### src/rtl/mcyc_pkg.sv
package mcyc_pkg;

    localparam int OP_W     = 6;
    localparam int CAUSE_W  = 5;
    localparam int ST_W     = 4;

    localparam logic [OP_W-1:0] OPC_RTYPE = 6'b000000;
    localparam logic [OP_W-1:0] OPC_ORI   = 6'b001101;
    localparam logic [OP_W-1:0] OPC_LOAD  = 6'b100011;
    localparam logic [OP_W-1:0] OPC_STORE = 6'b101011;
    localparam logic [OP_W-1:0] OPC_BEQ   = 6'b000100;

    localparam logic [CAUSE_W-1:0] CAUSE_UNDEF = 5'd10;
    localparam logic [CAUSE_W-1:0] CAUSE_OVF   = 5'd12;

    typedef enum logic [ST_W-1:0] {
        S_FETCH   = 4'd0,
        S_DECODE  = 4'd1,
        S_LD_EXE  = 4'd2,
        S_LD_MEM  = 4'd3,
        S_LD_WB   = 4'd4,
        S_ST_EXE  = 4'd5,
        S_ST_MEM  = 4'd6,
        S_RR_EXE  = 4'd7,
        S_RR_WB   = 4'd8,
        S_OI_EXE  = 4'd9,
        S_OI_WB   = 4'd10,
        S_BR_EXE  = 4'd11,
        S_X_UNDEF = 4'd12,
        S_X_OVF   = 4'd13
    } step_t;

    typedef enum logic [1:0] {
        AOP_ADD  = 2'b00,
        AOP_SUB  = 2'b01,
        AOP_FUNC = 2'b10,
        AOP_OR   = 2'b11
    } aop_t;

    typedef enum logic [2:0] {
        BS_RT    = 3'b000,
        BS_FOUR  = 3'b001,
        BS_SEXT  = 3'b010,
        BS_SEXT2 = 3'b011,
        BS_ZEXT  = 3'b100
    } bsel_t;

    typedef enum logic [1:0] {
        PS_ALU     = 2'b00,
        PS_ALUOUT  = 2'b01,
        PS_HANDLER = 2'b10
    } psrc_t;

    typedef struct packed {
        logic               pc_wr;
        logic               pc_wr_cond;
        psrc_t              pc_src;
        logic               ir_we;
        logic               mem_rd;
        logic               mem_wr;
        logic               addr_sel;
        logic               reg_we;
        logic               dst_sel;
        logic               wb_sel;
        logic               a_sel;
        bsel_t              b_sel;
        aop_t               alu_op;
        logic               epc_we;
        logic               cause_we;
        logic [CAUSE_W-1:0] cause;
    } ctrl_t;

    function automatic ctrl_t ctrl_idle();
        ctrl_t c;
        c = '0;
        c.pc_src = PS_ALU;
        c.b_sel  = BS_RT;
        c.alu_op = AOP_ADD;
        return c;
    endfunction

    function automatic step_t dispatch(input logic [OP_W-1:0] op);
        step_t s;
        case (op)
            OPC_RTYPE: s = S_RR_EXE;
            OPC_ORI:   s = S_OI_EXE;
            OPC_LOAD:  s = S_LD_EXE;
            OPC_STORE: s = S_ST_EXE;
            OPC_BEQ:   s = S_BR_EXE;
            default:   s = S_X_UNDEF;
        endcase
        return s;
    endfunction

endpackage

### src/rtl/mcyc_next.sv
module mcyc_next
    import mcyc_pkg::*;
(
    input  step_t           cur,
    input  logic [OP_W-1:0] opcode,
    input  logic            alu_ovf,
    output step_t           nxt
);
    always_comb begin
        case (cur)
            S_FETCH:  nxt = S_DECODE;
            S_DECODE: nxt = dispatch(opcode);
            S_LD_EXE: nxt = S_LD_MEM;
            S_LD_MEM: nxt = S_LD_WB;
            S_ST_EXE: nxt = S_ST_MEM;
            S_RR_EXE: nxt = alu_ovf ? S_X_OVF : S_RR_WB;
            S_OI_EXE: nxt = S_OI_WB;
            default:  nxt = S_FETCH;
        endcase
    end
endmodule

### src/rtl/mcyc_decode.sv
module mcyc_decode
    import mcyc_pkg::*;
(
    input  step_t cur,
    input  logic  alu_zero,
    output ctrl_t ctl,
    output logic  pc_we
);
    always_comb begin
        ctl = ctrl_idle();
        case (cur)
            S_FETCH: begin
                ctl.mem_rd = 1'b1;
                ctl.ir_we  = 1'b1;
                ctl.b_sel  = BS_FOUR;
                ctl.pc_wr  = 1'b1;
            end
            S_DECODE: ctl.b_sel = BS_SEXT2;
            S_LD_EXE, S_ST_EXE: begin
                ctl.a_sel = 1'b1;
                ctl.b_sel = BS_SEXT;
            end
            S_LD_MEM: begin
                ctl.mem_rd   = 1'b1;
                ctl.addr_sel = 1'b1;
            end
            S_LD_WB: begin
                ctl.reg_we = 1'b1;
                ctl.wb_sel = 1'b1;
            end
            S_ST_MEM: begin
                ctl.mem_wr   = 1'b1;
                ctl.addr_sel = 1'b1;
            end
            S_RR_EXE: begin
                ctl.a_sel  = 1'b1;
                ctl.alu_op = AOP_FUNC;
            end
            S_RR_WB: begin
                ctl.reg_we  = 1'b1;
                ctl.dst_sel = 1'b1;
            end
            S_OI_EXE: begin
                ctl.a_sel  = 1'b1;
                ctl.b_sel  = BS_ZEXT;
                ctl.alu_op = AOP_OR;
            end
            S_OI_WB: ctl.reg_we = 1'b1;
            S_BR_EXE: begin
                ctl.a_sel      = 1'b1;
                ctl.alu_op     = AOP_SUB;
                ctl.pc_wr_cond = 1'b1;
                ctl.pc_src     = PS_ALUOUT;
            end
            S_X_UNDEF, S_X_OVF: begin
                ctl.b_sel    = BS_FOUR;
                ctl.alu_op   = AOP_SUB;
                ctl.epc_we   = 1'b1;
                ctl.cause_we = 1'b1;
                ctl.cause    = (cur == S_X_OVF) ? CAUSE_OVF : CAUSE_UNDEF;
                ctl.pc_wr    = 1'b1;
                ctl.pc_src   = PS_HANDLER;
            end
            default: ctl = ctrl_idle();
        endcase
    end

    assign pc_we = ctl.pc_wr | (ctl.pc_wr_cond & alu_zero);
endmodule

### src/rtl/mcyc_ctrl.sv
module mcyc_ctrl
    import mcyc_pkg::*;
(
    input  logic               clk,
    input  logic               rst,
    input  logic [OP_W-1:0]    opcode,
    input  logic               alu_zero,
    input  logic               alu_ovf,
    output logic               pc_we,
    output logic [1:0]         pc_src,
    output logic               ir_we,
    output logic               mem_rd,
    output logic               mem_wr,
    output logic               addr_sel,
    output logic               reg_we,
    output logic               dst_sel,
    output logic               wb_sel,
    output logic               a_sel,
    output logic [2:0]         b_sel,
    output logic [1:0]         alu_op,
    output logic               epc_we,
    output logic               cause_we,
    output logic [CAUSE_W-1:0] cause_code
);
    step_t cur_q;
    step_t nxt;
    ctrl_t ctl;

    always_ff @(posedge clk) begin
        if (rst) cur_q <= S_FETCH;
        else     cur_q <= nxt;
    end

    mcyc_next u_next (
        .cur     (cur_q),
        .opcode  (opcode),
        .alu_ovf (alu_ovf),
        .nxt     (nxt)
    );

    mcyc_decode u_decode (
        .cur      (cur_q),
        .alu_zero (alu_zero),
        .ctl      (ctl),
        .pc_we    (pc_we)
    );

    assign pc_src     = ctl.pc_src;
    assign ir_we      = ctl.ir_we;
    assign mem_rd     = ctl.mem_rd;
    assign mem_wr     = ctl.mem_wr;
    assign addr_sel   = ctl.addr_sel;
    assign reg_we     = ctl.reg_we;
    assign dst_sel    = ctl.dst_sel;
    assign wb_sel     = ctl.wb_sel;
    assign a_sel      = ctl.a_sel;
    assign b_sel      = ctl.b_sel;
    assign alu_op     = ctl.alu_op;
    assign epc_we     = ctl.epc_we;
    assign cause_we   = ctl.cause_we;
    assign cause_code = ctl.cause;
endmodule

### config.mk
export PLATFORM = sky130hd
export DESIGN_NAME = mcyc_ctrl
export DESIGN_NICKNAME = d
export VERILOG_FILES = /design/src/rtl/mcyc_pkg.sv /design/src/rtl/mcyc_next.sv /design/src/rtl/mcyc_decode.sv /design/src/rtl/mcyc_ctrl.sv
export SDC_FILE = /design/constraint.sdc
export NUM_CORES = 1
export LEC_CHECK = 0
export BUFFER_PORTS_ARGS = -buffer_cell sky130_fd_sc_hd__buf_2
export CAP_MARGIN = 10
export CELL_PAD_IN_SITES_DETAIL_PLACEMENT = 1
export CELL_PAD_IN_SITES_GLOBAL_PLACEMENT = 1
export CORE_MARGIN = 4
export CORE_UTILIZATION = 27
export DETAILED_ROUTE_END_ITERATION = 10
export PLACE_DENSITY = 0.73
export SYNTH_ARGS = -nofsm -noshare
export SYNTH_HDL_FRONTEND = slang
export SYNTH_SLANG_ARGS = --single-unit
### constraint.sdc
create_clock -name clk -period 1.4 [get_ports clk]
set_input_delay 0.07 -clock clk [delete_from_list [all_inputs] [get_ports clk]]
set_output_delay 0.07 -clock clk [all_outputs]
set_load 0.02 [all_outputs]
Yosys cells after proc, flatten, opt, wreduce, memory -nomap -nowiden
Cells that the tools add are included.

Register bits after elaboration: 4. Latch bits: 0. RAM bits: 0. ROM bits: 0. Bits of input ports: 10. Output and inout bits: 23. Memories: 0.

Add/subtract/negate cells: 0. Multipliers: 0. Divide/modulo/power cells: 0. Order comparisons: 0. Eq/ne operators: 17. Shift-type cells: 0. Mux-type cells: 18. Bitwise gates (word level): 2. Reduce and logical (&&, ||, !) cells: 10.

Operator list (number): 4-bit one-hot mux with 7 select lines (1); 4-bit equality test, second input constant (6); 4-bit one-hot mux with 5 select lines (1); 4-bit by 3-bit equality test with 1-bit output, second input constant (4); 6-bit equality test, second input constant (2); 3-bit one-hot mux with 4 select lines (1); 1-bit two-way mux (10); 3-bit OR reduction (3); 4-bit by 2-bit equality test with 1-bit output, second input constant (2); 2-bit OR reduction (4); 7-bit two-way mux (1); 6-bit by 3-bit equality test with 1-bit output, second input constant (1); 6-bit by 4-bit equality test with 1-bit output, second input constant (1); 6-bit logical NOT (1); 3-bit two-way mux (2); 2-bit one-hot mux with 3 select lines (1); 5-bit OR reduction (1); 4-bit by 1-bit equality test with 1-bit output, second input constant (1); 4-bit logical NOT (1); 2-bit one-hot mux with 2 select lines (1); 1-bit bitwise AND (1); 1-bit bitwise OR (1).

Longest topological paths before layout
Gate-level depths: netlist (run 1).

Word-level depth: 4. Mapped depth: 5.

Hierarchy
Synthesis (run 1) repeated with hierarchy kept, for this count alone.

Cell total of the unflattened synthesis: 86. Area, all modules: 616.8 sq um.

By module, submodules not included: mcyc_decode (instances 1, cells an instance 46, area an instance 316.6 sq um, sequential area each 0.0 sq um); mcyc_next (instances 1, cells an instance 32, area an instance 195.2 sq um, sequential area each 0.0 sq um); mcyc_ctrl (instances 1, cells an instance 8, area an instance 105.1 sq um, sequential area each 80.1 sq um).

Least setup slack after synthesis (run 1)
Ideal clock, no wire load.

Path type: flip-flop to output port. Start: reg cur_q[3]. End: out pc_we. Arrival: 1323 ps. Slack: 7 ps. Stages on the path, launching flop included: 5. Path buffers: 1. Cell sequence: dfxtp_1 or2_1 buf_6 o21a_1 o21ai_0.

Cells in the longest elaborated chain, start to end: 4. Elaborated cells between the ends (all ways): 9. Those cells by class: 3 x eq/ne; 2 x mux; 2 x bitwise; 2 x reduce/logical.

Ends and longest elaborated chain: from (decl) (line mcyc_ctrl.sv:25) `step_t cur_q;`; from (signal assigned) (line mcyc_ctrl.sv:31) `else cur_q <= nxt;`; 4-bit equality test / 4-bit logical NOT (equally long branches) (line mcyc_decode.sv:11) `case (cur)`; 3-bit OR reduction (no line) / 1-bit two-way mux (equally long branches); 1-bit two-way mux / 1-bit bitwise AND (equally long branches) (line mcyc_decode.sv:11, mcyc_decode.sv:68); 1-bit bitwise OR (*) (line mcyc_decode.sv:68) `assign pc_we = ctl.pc_wr | (ctl.pc_wr_cond & alu_zero);`; to (decl) (line mcyc_ctrl.sv:9) `output logic pc_we,`.

Every way passes the cells marked *; elsewhere a longest branch is shown, timed or not.

Worst setup path after layout (run 1)
Start: reg cur_q[3]. End: out reg_we.

Cells in the longest elaborated chain, start to end: 3. Elaborated cells between the ends (all ways): 5. Those cells by class: 3 x eq/ne; 1 x mux; 1 x reduce/logical.

Ends and longest elaborated chain: 4-bit equality test / 4-bit by 3-bit equality test with 1-bit output (equally long branches) (line mcyc_decode.sv:11); 3-bit OR reduction (no line) (*); 1-bit two-way mux (*) (line mcyc_decode.sv:11); to (decl) (line mcyc_ctrl.sv:15) `output logic reg_we,`.

Marks and branches as above.

==> impl_metrics.tcl, run 1 <==
set metrics [dict create \
    outcome "finished with violations" \
    violations "setup timing" \
    hold_buffers 0 \
    drc_errors 0 \
    clockRootBuffer "clkbuf_4" \
    regMostFlops "cur_q" \
    wl_per_cell_microns 12.72 \
    layout.nets 135 \
    cpMaxStageDelayCell "or3b_4" \
    yosysUniqueCellTypes 34 \
    cp.required_ps 1330 \
    timing.final.crit_period_ps 1426 \
    drt.antenna.violating_nets 0 \
    min_period_over_period 1.018 \
    fp.dieH_microns 53.77 \
    diodes 0 \
    start_kind "flop" \
    place_congestion 0.7287 \
    max_stage_delay_ps 360 \
    ys_ff_latch 4 \
    ys_async_sr_fraction 0 \
    fin_setup_tns_ps -25.52 \
    synth_warnings 0 \
    grt_pass1_vias 705 \
    vias_per_cell 4.967 \
    power.density_mw_per_mm2 2045 \
    numCtsBuffers 3 \
    yosysSeqAreaShare 0.1416 \
    clock_skew_ps 0.9791 \
    clkTransAtPathRegs_ps 40 \
    finalSetupViolations 1 \
    grt_max_degree 13 \
    fmax_ghz 0.7015 \
    rows 16 \
    syn2layout_area_growth_pct 57.52 \
    synth_top_area_share 0.1416 \
    first_pass_iters 4 \
    largest_register_ff_count 4 \
    path_cells "buf_6 > or3b_4 > a21oi_2 > buf_4" \
    num_vias 745 \
    whs_ps 137.0 \
    grt_pass1_wl_microns 2932 \
    p_total_w 0.001822 \
    dieArea_sq_mm 0.002891 \
    synth-edff-count 0 \
    wirelength_microns 1908 \
    yosysTopAreaCell "dfxtp_1" \
    ir_drop_v 0.0007388 \
    syn_area_per_cell_sq_um 6.576 \
    drive_above_1_share 0.4959 \
    critPathMaxFanout 7 \
    io_pins 33 \
    cp-end-kind "primary output" \
    cts.sink_count 4 \
    arrival_ps 1360 \
    syn_area_sq_um 565.5 \
    hold_class "in -> reg" \
    die_w_microns 53.77 \
    dpl.hpwl_microns 1403 \
    drv_cap 0 \
    rsz0062_at_grt "true" \
    cts_tree "built" \
    syn_inst 86 \
    critPathKind "reg -> out" \
    drtIter0Drc 6 \
    ctsLongestPathBuffers 2 \
    yosys-top-cells-area "dfxtp_1, nor2_1, buf_4" \
    reg_top3 "cur_q: 4 flops" \
    grt_usage 0.1375 \
    io_buffers 30 \
    cts-htree-levels 1 \
    ys.flop_type "dfxtp_1" \
    coreArea_sq_mm 0.001982 \
    insertion_delay_ps 240 \
    power.leakage_nw 0.4465 \
    hold_violations 0 \
    globalRouteOverflowTotal 0 \
    start_util 0.2854 \
    slew_viol_final 0 \
    fin_ws_ps -25.52 \
    final_util 0.4495 \
    antenna_found_initial 0 \
]
[critical path, delay by kind of cell (launching register included)]
family | cells | cell delay, ps
AOI/OAI and AO/OA | 1 | 120
and+or+nand+nor | 1 | 360
DFF | 1 | 350
buffers and inverters | 2 | 280
[routing by layer]
layer | global-route usage | vias up | wire [microns]
met5 | 0 | - | 0
met4 | 0.06383 | 0 | 28
met3 | 0.01939 | 3 | 150
met2 | 0.2641 | 28 | 968
met1 | 0.1438 | 342 | 761
li1 | - | 372 | -
[area by class of cell]
cell class | instances | area (sq um)
flip-flops and latches | 4 | 95.09
fillers | 262 | 1091
inverters | 1 | 3.754
clock buffers | 3 | 22.52
multi-input cells | 72 | 450.4
repair buffers | 43 | 285.3
well taps | 27 | 33.78
[where the power goes]
group	total, W	switching (W)	internal (W)
registers	0.000255	0.0000813	0.000174
logic	0.00142	0.000737	0.000680
clock network	0.000150	0.0000533	0.0000963
total	0.00182	0.000871	0.000950
[per-stage QoR]
step	worst slack [ps]	instances	cell area (sq um)
global placement	117.1	140	729.5
finish	-25.52	150	890.9
floorplan	7.143	87	569.3
global route	-76.05	150	890.9
detailed placement	73.61	140	729.5
CTS	-16.92	147	833.3
[worst paths after layout]
check,startpoint,end,slack (ps),cells past startpoint
hold reg to reg,cur_q[0],cur_q[1],690,2
setup / recovery,cur_q[3],reg_we,-30,4
hold / removal,rst,cur_q[0],140,3
setup reg to reg,cur_q[1],cur_q[1],100,5
[repair_timing]
action                                  CTS  global route
endpoints found under the setup margin   12            12
gates resized for setup                  21            11
hold endpoints to repair                  0             0
pin swaps                                 4             1
buffers inserted                          4             3
[cells by family after synthesis]
logic type	share of synthesized area
DFF	0.1416
AOI/OAI and AO/OA	0.2389
xor gates and xnor gates	0.03098
and+or+nand+nor	0.4536
buffers and inverters	0.1283
other	0.006631
[placed cells by master, fill, tap and decap left out, drive strengths merged]
cell	n
nand3	2
conb	2
nand3b	1
a21oi	7
clkbuf	3
buf	43
and4b	1
a32oi	1
o21ai	7
or2	3
nor3b	3
and3	2
nor3	4
nor4	1
nor2	14
dfxtp	4
xnor2	2
nand4	1
a21o	2
a31oi	2
nand2	7
and3b	2
o21a	1
or3b	2
a21boi	1
inv	1
o21ba	1
nand2b	3
[Yosys cell counts, types with 2 or more instances]
cell type and number:
a21o_1 2, a21oi_1 7, a31oi_1 2, and3_1 2, and3b_1 2, buf_2 3, buf_4 5, dfxtp_1 4
nand2_1 7, nand2b_1 3, nand3_1 2, nor2_1 14, nor3_1 3, nor3b_1 2, o21ai_0 6, or2_2 2
or3b_1 2, xnor2_1 2
Note: power is estimated with default switching activity, not from simulation.
==> run 2: changes to the inputs <==
--- a/config.mk
+++ b/config.mk
@@ -15,2 +15,3 @@
 export PLACE_DENSITY = 0.73
+export SETUP_SLACK_MARGIN = 0.2
 export SYNTH_ARGS = -nofsm -noshare
--- a/constraint.sdc
+++ b/constraint.sdc
@@ -3,2 +3,2 @@
 set_output_delay 0.07 -clock clk [all_outputs]
-set_load 0.02 [all_outputs]
+set_load 0.01 [all_outputs]
==> impl_metrics.tcl, run 2 (synthesis gave the netlist of run 1 again) <==
set metrics [dict create \
    min_period_over_period 1.011 \
    finalSetupViolations 3 \
    ir_drop_v 0.0008266 \
    globalRouteOverflowTotal 0 \
    placed_area_sq_um 721.9 \
    layout.nets 144 \
    power.leakage_nw 0.5291 \
    clockRootBuffer "clkbuf_4" \
    diodes 0 \
    cts.sink_count 4 \
    antenna_found_initial 0 \
    first_pass_iters 3 \
    rows 16 \
    clkTransAtPathRegs_ps 40 \
    dieArea_sq_mm 0.002891 \
    worstHoldStart "rst" \
    r2r_slack_ps 90 \
    ff2ff_path_depth 4 \
    drtIter0Drc 4 \
    final_common_cell "buf_2" \
    fmax_ghz 0.7066 \
    cp.required_ps 1330 \
    rsz0062_at_grt "true" \
    slew_viol_final 0 \
    start_util 0.2854 \
    hold_violations 0 \
    reg_top3 "cur_q: 4 flops" \
    reg2reg_to "cur_q[1]" \
    io_buffers 30 \
    whs_ps 98.23 \
    regMostFlops "cur_q" \
    num_vias 780 \
    seq_area_sq_um 95.09 \
    drc_errors 0 \
    drive_above_1_share 0.6212 \
    cp-end-kind "primary output" \
    vias_per_cell 4.906 \
    largest_register_ff_count 4 \
    numCtsBuffers 3 \
    hold_class "in -> reg" \
    dpl.hpwl_microns 1409 \
    violations "setup timing" \
    ctsLongestPathBuffers 2 \
    die_w_microns 53.77 \
    coreArea_sq_mm 0.001982 \
    cts_tree "built" \
    syn2layout_area_growth_pct 86.50 \
    fin_ws_ps -15.30 \
    multi_input_area_sq_um 530.5 \
    n_fill_cell 259 \
    whs_endpoint "cur_q[0]" \
    wl_per_cell_microns 14.97 \
    start_kind "flop" \
    drv_cap 0 \
    timing.final.crit_period_ps 1415 \
    critPathMaxFanout 8 \
    grt_max_degree 9 \
    drt.antenna.violating_nets 0 \
    r2r-start "cur_q[2]" \
    hold_depth 3 \
    layout_common_cells "buf_2, buf_6, buf_4" \
    hold_buffers 0 \
    power.density_mw_per_mm2 1885 \
    cts-htree-levels 1 \
    design_area_sq_mm 0.001055 \
    clock_skew_ps 2.024 \
    grt_usage 0.1769 \
    place_congestion 0.7878 \
    grt_pass1_vias 799 \
    final_util 0.5322 \
    outcome "finished with violations" \
    critPathKind "reg -> out" \
    io_pins 33 \
    arrival_ps 1350 \
    fp.dieH_microns 53.77 \
    grt_pass1_wl_microns 3629 \
    insertion_delay_ps 250 \
    wirelength_microns 2381 \
]
==> run 2: changes by cell type in the layout (fill, tap and decap cells not counted), sizes merged <==
cell / delta
buf: +9
==> run 2: cell type report <==
cell class,count,share of cell area
clock buffers,3,0.02135
repair buffers,52,0.3499
well taps,27,0.03203
multi-input cells,72,0.5030
flip-flops and latches,4,0.09015
inverters,1,0.003559
==> run 2: power breakdown <==
part           leakage (nW)  switching (W)  internal [W]
clock                0.0138      0.0000637     0.0000970
combinational         0.480       0.000748      0.000814
sequential           0.0356      0.0000908      0.000174
==> run 2: worst max-delay path, stage by stage (launching register included) <==
cell and delay [ps]:
dfxtp_4 360, or2_4 290, nor3b_4 190, a21o_1 140, buf_6 110
==> run 2: how the worst max path moves through the flow <==
stage                     startpoint  slack [ps]       end
after detailed placement    cur_q[2]          80  cur_q[1]
after floorplan             cur_q[3]         210     pc_we
final                       cur_q[2]         -20     a_sel
after global routing        cur_q[2]         -70     a_sel
after CTS                   cur_q[3]          10    reg_we
after global placement      cur_q[1]         130  cur_q[1]
==> run 2: timing repair <==
action / in CTS / in global routing
pin swaps: 12 / 6
setup buffers: 17 / 0
setup endpoints to repair: 25 / 24
resized for setup: 34 / 16
==> run 2: layer usage <==
metal	GRT usage	wire, microns	vias to the layer above
met5	0	0	-
met2	0.3730	1345	29
met4	0.06383	15	0
li1	-	-	388
met3	0.01662	119	2
met1	0.1697	900	361
==> run 2: per-stage QoR <==
stage          cells  TNS, ps  worst slack, ps  power (W)
6_report         159   -32.44           -15.30   0.001988
3_5_place_dp     139        0            76.43   0.001160
5_1_grt          159   -322.1           -65.28   0.002139
4_1_cts          159        0            10.27   0.001801
2_1_floorplan     87        0            211.4  0.0008612
3_3_place_gp     139        0            125.6   0.001132
==> run 3: changes to the inputs <==
SETUP_SLACK_MARGIN = 0.4   (was 0.2)
==> impl_metrics.tcl, run 3 (synthesis gave the netlist of run 1 again) <==
set metrics [dict create \
    antenna_found_initial 0 \
    worstHoldStart "rst" \
    grt_max_degree 10 \
    fp.dieH_microns 53.77 \
    violations "setup timing" \
    wirelength_microns 2622 \
    coreArea_sq_mm 0.001982 \
    ir_drop_v 0.0008811 \
    num_vias 799 \
    vias_per_cell 5.025 \
    die_w_microns 53.77 \
    regMostFlops "cur_q" \
    drt.antenna.violating_nets 0 \
    design_area_sq_mm 0.001076 \
    dpl.hpwl_microns 1436 \
    whs_ps 147.2 \
    reg2reg_to "cur_q[1]" \
    r2r-start "cur_q[3]" \
    reg_top3 "cur_q: 4 flops" \
    finalSetupViolations 3 \
    final_util 0.5429 \
    p_sw_w 0.0009507 \
    dieArea_sq_mm 0.002891 \
    placed_area_sq_um 749.5 \
    start_kind "flop" \
    clockPowerShare 0.068 \
    grt_pass1_vias 800 \
    timing.final.crit_period_ps 1440 \
    wl_per_cell_microns 16.49 \
    power.share.switching 0.4612 \
    drv_cap 0 \
    critPathMaxFanout 8 \
    arrival_ps 1370 \
    critPathKind "reg -> out" \
    start_util 0.2854 \
    hold_violations 0 \
    clockRootBuffer "clkbuf_4" \
    n_fill_cell 242 \
    syn2layout_area_growth_pct 90.27 \
    drtIter0Drc 9 \
    ctsLongestPathBuffers 2 \
    drc_errors 0 \
    fin_setup_tns_ps -87.11 \
    p_comb_frac 0.808 \
    io_pins 33 \
    rows 16 \
    insertion_delay_ps 230 \
    drive_above_1_share 0.6667 \
    clock_skew_ps 3.697 \
    slew_viol_final 0 \
    fmax_ghz 0.6944 \
    first_pass_iters 4 \
    power.internal_w 0.001111 \
    numCtsBuffers 3 \
    power.leakage_nw 0.5198 \
    hold_class "in -> reg" \
    outcome "finished with violations" \
    place_congestion 0.7177 \
    grt_pass1_wl_microns 3498 \
    whs_endpoint "cur_q[2]" \
    ff2ff_path_depth 4 \
    min_period_over_period 1.029 \
    cts.sink_count 4 \
    seqPwrFrac 0.124 \
    largest_register_ff_count 4 \
    final_common_cell "buf_2" \
    rsz0062_at_grt "true" \
    cts-htree-levels 1 \
    hold_depth 3 \
    cp-end-kind "primary output" \
    layout.nets 144 \
    clkTransAtPathRegs_ps 40 \
    r2r_slack_ps 120 \
    cts_tree "built" \
    io_buffers 30 \
    diodes 0 \
    cp.required_ps 1330 \
    hold_buffers 0 \
    layout_common_cells "buf_2, buf_6, buf_4" \
    globalRouteOverflowTotal 0 \
    fin_ws_ps -40.05 \
    grt_usage 0.1609 \
    power.density_mw_per_mm2 1916 \
]
## run 3: cell counts in the layout (fill, tap and decap cells not counted)
No cell type changed its count.
## run 3: power groups by stage
stage / Combinational (W) / Clock [W] / Sequential (W)
2_1_floorplan: 0.000739 / 0 / 0.000199
3_3_place_gp: 0.000950 / 0 / 0.000256
3_5_place_dp: 0.000972 / 0 / 0.000262
4_1_cts: 0.00139 / 0.000142 / 0.000248
5_1_grt: 0.00177 / 0.000151 / 0.000263
6_report: 0.00167 / 0.000140 / 0.000256
## run 3: area by class of cell
cell class	instances	area, sq um	area share
Timing Repair Buffer	52	377.9	0.3512
Inverter	1	3.754	0.003488
Tap cell	27	33.78	0.03140
Multi-Input combinational cell	72	543.0	0.5047
Clock buffer	3	22.52	0.02093
Sequential cell	4	95.09	0.08837
## run 3: how the worst max path moves through the flow
stage                     endpoint  slack [ps]  cells past startpoint     start
after floorplan           cur_q[1]         300                      4  cur_q[3]
after global placement    cur_q[3]         160                      4  cur_q[1]
after detailed placement  cur_q[0]          70                      4  cur_q[1]
after CTS                    a_sel          30                      4  cur_q[2]
after global routing         a_sel         -80                      4  cur_q[3]
final                        a_sel         -40                      4  cur_q[3]
## run 3: per-layer routing
layer / wire (microns) / global-route usage / vias to the layer above
met5: 0 / 0 / -
met4: 46 / 0.03830 / 0
met3: 119 / 0.005540 / 4
met2: 1389 / 0.3347 / 28
met1: 1066 / 0.1716 / 377
li1: - / - / 390
## run 3: repair_timing
item,in CTS,in global routing
cloned,0,0
buffers inserted,13,4
gates resized for setup,29,21
pin swaps,12,9
setup endpoints to repair,25,25
## run 3: critical path, cell delays in order, from the launching register on
cell and delay, ps:
dfxtp_4 370, or2_4 290, nor3b_4 210, a21o_1 130
buf_2 140
## run 3: through the flow
step           total power (W)  instances  setup slack (ps)
2_1_floorplan        0.0009375         87             295.8
3_3_place_gp          0.001207        139             156.1
3_5_place_dp          0.001234        139             73.23
4_1_cts               0.001775        155             32.11
5_1_grt               0.002186        159            -82.15
6_report              0.002062        159            -40.05
